==> src/rtl/flut4_pkg.sv <==
package flut4_pkg;
  typedef enum logic [1:0] {
    MODE_SINGLE = 2'b00,
    MODE_SPLIT  = 2'b01,
    MODE_RSVD   = 2'b10,
    MODE_ARITH  = 2'b11
  } flut_mode_e;
endpackage

==> src/rtl/flut4_mux_tree.sv <==
module flut4_mux_tree #(
  parameter int SEL_W = 3,
  localparam int LEAVES = 2 ** SEL_W
) (
  input  logic [LEAVES-1:0] leaf_i,
  input  logic [SEL_W-1:0]  sel_i,
  output logic              y_o
);
  // Level 0 holds the leaves; each level halves, steered by one select bit (LSB first).
  for (genvar l = 0; l <= SEL_W; l++) begin : g_lvl
    localparam int W = 2 ** (SEL_W - l);
    logic [W-1:0] v;
    if (l == 0) begin : g_leaf
      assign v = leaf_i;
    end else begin : g_node
      for (genvar n = 0; n < W; n++) begin : g_n
        assign v[n] = sel_i[l-1] ? g_lvl[l-1].v[2*n+1] : g_lvl[l-1].v[2*n];
      end
    end
  end
  assign y_o = g_lvl[SEL_W].v[0];
endmodule

==> src/rtl/flut4_carry_mux.sv <==
module flut4_carry_mux (
  input  logic       enable_i,
  input  logic [3:0] prop_fn_i,
  input  logic [3:0] gen_fn_i,
  input  logic [1:0] sel_i,
  input  logic       carry_i,
  output logic       carry_o
);
  logic prop;
  logic gen;

  flut4_mux_tree #(.SEL_W(2)) i_prop (.leaf_i(prop_fn_i), .sel_i(sel_i), .y_o(prop));
  flut4_mux_tree #(.SEL_W(2)) i_gen  (.leaf_i(gen_fn_i),  .sel_i(sel_i), .y_o(gen));

  always_comb begin
    carry_o = 1'b0;
    if (enable_i) carry_o = prop ? carry_i : gen;
  end
endmodule

==> src/rtl/flut4_carry_cell.sv <==
module flut4_carry_cell
  import flut4_pkg::*;
#(
  parameter int LUT_K = 4,
  localparam int TBL_W  = 2 ** LUT_K,
  localparam int HALF_W = TBL_W / 2
) (
  input  logic [TBL_W-1:0] cfg_table,
  input  logic [1:0]       cfg_mode,
  input  logic [LUT_K-1:0] din,
  input  logic             carry_i,
  output logic             lut4_o,
  output logic [1:0]       lut3_o,
  output logic [1:0]       cell_o,
  output logic             carry_o
);
  flut_mode_e        mode;
  logic              is_arith;
  logic              is_split;
  logic [LUT_K-2:0]  half_sel;
  logic              top_sel;
  logic              lo_res;
  logic              hi_res;

  assign mode     = flut_mode_e'(cfg_mode);
  assign is_arith = (mode == MODE_ARITH);
  assign is_split = (mode == MODE_SPLIT);

  // Input selector: table input 2 takes the chain carry in arithmetic mode.
  always_comb begin
    half_sel    = din[LUT_K-2:0];
    half_sel[2] = is_arith ? carry_i : din[2];
  end

  // The top table input is forced high when the table is split or adding.
  assign top_sel = din[LUT_K-1] | is_split | is_arith;

  flut4_mux_tree #(.SEL_W(LUT_K-1)) i_lo (
    .leaf_i(cfg_table[HALF_W-1:0]), .sel_i(half_sel), .y_o(lo_res));
  flut4_mux_tree #(.SEL_W(LUT_K-1)) i_hi (
    .leaf_i(cfg_table[TBL_W-1:HALF_W]), .sel_i(half_sel), .y_o(hi_res));

  assign lut3_o = {hi_res, lo_res};
  assign lut4_o = top_sel ? hi_res : lo_res;

  // Output selector.
  assign cell_o[0] = is_split ? lo_res : lut4_o;
  assign cell_o[1] = hi_res;

  flut4_carry_mux i_carry (
    .enable_i (is_arith),
    .prop_fn_i(cfg_table[3:0]),
    .gen_fn_i (cfg_table[7:4]),
    .sel_i    (din[1:0]),
    .carry_i  (carry_i),
    .carry_o  (carry_o)
  );
endmodule

==> config.mk <==
export PLATFORM = sky130hd
export DESIGN_NAME = flut4_carry_cell
export DESIGN_NICKNAME = d
export VERILOG_FILES = /design/src/rtl/flut4_pkg.sv /design/src/rtl/flut4_mux_tree.sv /design/src/rtl/flut4_carry_mux.sv /design/src/rtl/flut4_carry_cell.sv
export SDC_FILE = /design/constraint.sdc
export NUM_CORES = 1
export LEC_CHECK = 0
export ABC_AREA = 1
export BUFFER_PORTS_ARGS = -buffer_cell sky130_fd_sc_hd__buf_4
export CORE_AREA = 5 5 42 44
export DETAILED_ROUTE_END_ITERATION = 6
export DIE_AREA = 0 0 47 49
export SLEW_MARGIN = 30
export SYNTH_ARGS = -nofsm -noshare
export SYNTH_HDL_FRONTEND = slang
export SYNTH_HIERARCHICAL = 1
export SYNTH_SLANG_ARGS = --single-unit
==> constraint.sdc <==
create_clock -name vclk -period 2.3
set_clock_uncertainty 0.05 [all_clocks]
set_input_delay 0.115 -clock vclk [all_inputs]
set_output_delay 0.115 -clock vclk [all_outputs]
set_load 0.05 [all_outputs]
==> results of run 1 <==
## routing by layer
layer | vias up | routed length [um] | track usage (%)
li1 | 343 | - | -
met1 | 263 | 432 | 13.3
met2 | 14 | 546 | 17.9
met3 | 0 | 75 | 0
met4 | 0 | 0 | 0
met5 | - | 0 | 0
## layout make-up
cell class / count / area [um^2] / area share [%]
timing repair buffer: 29 / 218 / 33.7
multi-input combinational: 64 / 267 / 41.2
inverter: 38 / 143 / 22.1
tap: 16 / 20.0 / 3.09
## critical path, cell delays in order
cell and delay (ns):
buf_4 0.10, nand2_1 0.07, inv_2 0.06, nand2_1 0.04, nand2_1 0.11, inv_1 0.05
nand2_1 0.06, nand2_1 0.07, o21bai_1 0.17, and2_1 0.14, buf_4 0.18
## cells in the final DEF (no fill, tap or decap), drive strengths merged
cell / instances
nand2: 45
o21bai: 1
and2: 1
nand3: 14
nor2: 3
inv: 38
buf: 29
## final timing paths
check / cells after the start / from / end
hold / removal: 5 / cfg_mode[1] / cell_o[0]
setup / recovery: 11 / cfg_mode[0] / lut4_o
## kinds of logic (layout without fill, tap and decap cells)
kind of cell,Yosys count,count (layout)
compound gates,1,1
buf+inv,41,67
simple gates,63,63
## power by group
group	internal, mW	total (mW)	switching, mW
Sequential	0	0	0
Clock	0	0	0
Combinational	0.0662	0.168	0.102
## stage by stage
stage / cells / setup WS, ns
2_1_floorplan: 105 / 1.06
5_1_grt: 147 / 0.779
4_1_cts: 147 / 0.955
3_3_place_gp: 147 / 0.963
3_5_place_dp: 147 / 0.960
6_report: 147 / 0.975
==> results.cfg, run 1 <==
[power_and_ir_drop]
total_power_mw = 0.168
power_density_nw_per_um2 = 260
p_leak_nw = 0.497
ir_drop_uv = 108

[clock_tree]
post_cts_resized = 0
hold_buffers = 0
cts_setup_buffers = 0

[logic_synthesis]
synth.distinct_cells = 9
synth_seq_area_share_pct = 0
yosys.area_share.simple_pct = 60.0
yosysMostFrequentCell = nand2_1
syn_nets = 128
synth_top_area_cell = nand2_1
synth_cells = 105
synth_top_family_by_area = simple AND/OR/NAND/NOR gates
synthXorXnorAreaFrac_pct = 0
synth_fa_ha_area_share_pct = 0
synthTopCellsByCount = 45 x nand2_1, 35 x inv_1, 14 x nand3_1
synth_compound_area_share_pct = 1.74
synth_area_um2 = 432
yosysWarnings = 6
synthMuxAreaShare_pct = 0
avgSynthCellArea_um2 = 4.11
synth_top_area_share_pct = 39.1
synth_area_leaders = nand2_1 39%, inv_1 30%, nand3_1 16%, buf_4 5.2%, inv_2 2.6%

[drt]
routed_wl_mm = 1.05
vias = 620
wl_per_cell_um = 7.17
drtAntennaViolNets = 0
drt_iter0_drc = 5
dr.pass1.iters = 3
drc = 0
vias_per_cell = 4.22

[die]
boundaryPins = 29
design.core.area_um2 = 1400
die_width_um = 47
die_area_um2 = 2300
die_y_um = 49
initial_core_util_pct = 30.8
rows = 14

[timing]
setup_viol = 0
max_freq_mhz = 755
fin_crit_ns = 1.33
final-hold-violation-count = 0
slew_headroom_pct = 89.2
setup_tns_ns = 0
worstMarginPinSlew_ns = 0.162
hold_ws_ns = 0.587
finalCritPeriodShare_pct = 57.6
rsz0062_at_grt = no
drv_slew = 0

[worst_setup_path]
crit_type = in2out
cp.required_ns = 2.13
crit_fanout = 5
crit_path_start_kind = input pin
worstSetupEndpointType = output port
arrival_ns = 1.16

[global_route]
overflow = 0
antenna_found_initial = 0
grt_use_total_pct = 9.82
grt_pass1_vias = 505
grt_max_degree = 17
grt_pass1_wl_mm = 1.86

[finish]
clock_buffers = 0
area_growth_pct = 49.9
num-fill-cells = 169
layout.nets = 156
regArea_um2 = 0
diodes = 0
fin_area_um2 = 647
drive_gt1_share_pct = 25.2
seq_cell_count = 0
fin_util_pct = 46.2

[run_status]
outcome = complete, no violations

[placement]
place_area_um2 = 647
portBuffers = 29
gp_congestion = 0.770
dp_hpwl_um = 967

[run]
max-cap-violations = 0

[min_path]
hold_class = in2out
No activity file was read; power rests on OpenSTA's default activity.
==> run 2, diff against run 1 <==
==> constraint.sdc (replaced) <==
create_clock -name vclk -period 1.35
set_clock_uncertainty 0.05 [all_clocks]
set_input_delay 0.0675 -clock vclk [all_inputs]
set_output_delay 0.0675 -clock vclk [all_outputs]
set_load 0.05 [all_outputs]
==> results.cfg, run 2 (synthesized netlist as in run 1, its figures left out) <==
[finish]
fin_area_um2 = 668
layout_commonest_cell = nand2_1
drive_gt1_share_pct = 26.7
diodes = 0
regArea_um2 = 0
clock_buffers = 0
area_growth_pct = 54.8
seq_cell_count = 0
final_cells = 147
layout.nets = 156
fin_util_pct = 47.7
final_cell_mix = 44 x nand2_1, 35 x inv_1, 27 x buf_4, 14 x nand3_1, 3 x inv_2

[min_path]
whs_endpoint = cell_o[0]
min_from = cfg_mode[1]
hold_class = in2out
holdPathStages = 5

[drt]
dr.pass1.iters = 3
vias = 621
wl_per_cell_um = 7.29
drtAntennaViolNets = 0
drt_iter0_drc = 3
drc = 0
vias_per_cell = 4.22
routed_wl_mm = 1.07

[placement]
dp_hpwl_um = 967
place_ws_ns = 0.105
portBuffers = 29
dpl.cell_count = 147
place_area_um2 = 647
gp_congestion = 0.770

[timing]
setup_tns_ns = 0
worstMarginPinSlew_ns = 0.162
setup_slack_ns = 0.145
fin_crit_ns = 1.21
finalCritPeriodShare_pct = 89.3
setup_viol = 0
drv_slew = 0
rsz0062_at_grt = no
max_freq_mhz = 830
slew_headroom_pct = 89.2
final-hold-violation-count = 0
hold_ws_ns = 0.471

[die]
initial_core_util_pct = 30.8
boundaryPins = 29
design.core.area_um2 = 1400
rows = 14
die_width_um = 47
die_area_um2 = 2300
die_y_um = 49

[worst_setup_path]
cp.required_ns = 1.23
crit_type = in2out
crit_path_start_kind = input pin
arrival_ns = 1.09
crit_fanout = 5
worstSetupEndpointType = output port

[run]
max-cap-violations = 0

[global_route]
grt_pass1_wl_mm = 1.86
antenna_found_initial = 0
grt_use_total_pct = 9.82
overflow = 0
grt_pass1_vias = 505
grt_max_degree = 17

[power_and_ir_drop]
power_density_nw_per_um2 = 452
total_power_mw = 0.302
p_leak_nw = 0.502
ir_drop_uv = 216

[clock_tree]
hold_buffers = 0
cts_setup_buffers = 0
post_cts_resized = 0

[run_status]
outcome = complete, no violations
## run 2: cell counts in the layout (fill, tap and decap cells not counted)
No cell type changed its count.
## run 2: layout make-up
cell class	count	area, um^2
fillers	170	733
multi-input cells	64	280
repair buffers	29	225
inverters	38	143
well taps	16	20.0
## run 2: worst max-delay path by stage
stage,to,start,cells after the start,slack [ns]
final,lut4_o,cfg_mode[0],11,0.14
after CTS,cell_o[0],cfg_mode[0],12,0.1
after global placement,lut4_o,cfg_mode[0],11,0.11
after floorplan,lut4_o,cfg_mode[1],9,0.21
after detailed placement,cell_o[0],cfg_mode[0],12,0.10
after global routing,cell_o[0],cfg_mode[0],12,0.01
## run 2: per-layer routing
| metal | vias to the layer above | part of all wire, % | track usage [%] |
|---|---|---|---|
| met5 | - | 0 | 0 |
| met3 | 0 | 7.0 | 0 |
| met1 | 265 | 41 | 13.3 |
| met4 | 0 | 0 | 0 |
| met2 | 14 | 52 | 17.9 |
| li1 | 342 | - | - |
## run 2: power breakdown
group          switching, mW  total (mW)  internal [mW]
clock network              0           0              0
logic                  0.178       0.302          0.124
registers                  0           0              0
total                  0.178       0.302          0.124
## run 2: worst max-delay path: stages
cell and delay (ns):
buf_4 0.12, nand2_1 0.08, inv_2 0.06, nand2_1 0.05, nand2_2 0.08, inv_1 0.04, nand2_1 0.05, nand2_1 0.08
o21bai_4 0.18, and2_1 0.14, buf_6 0.15
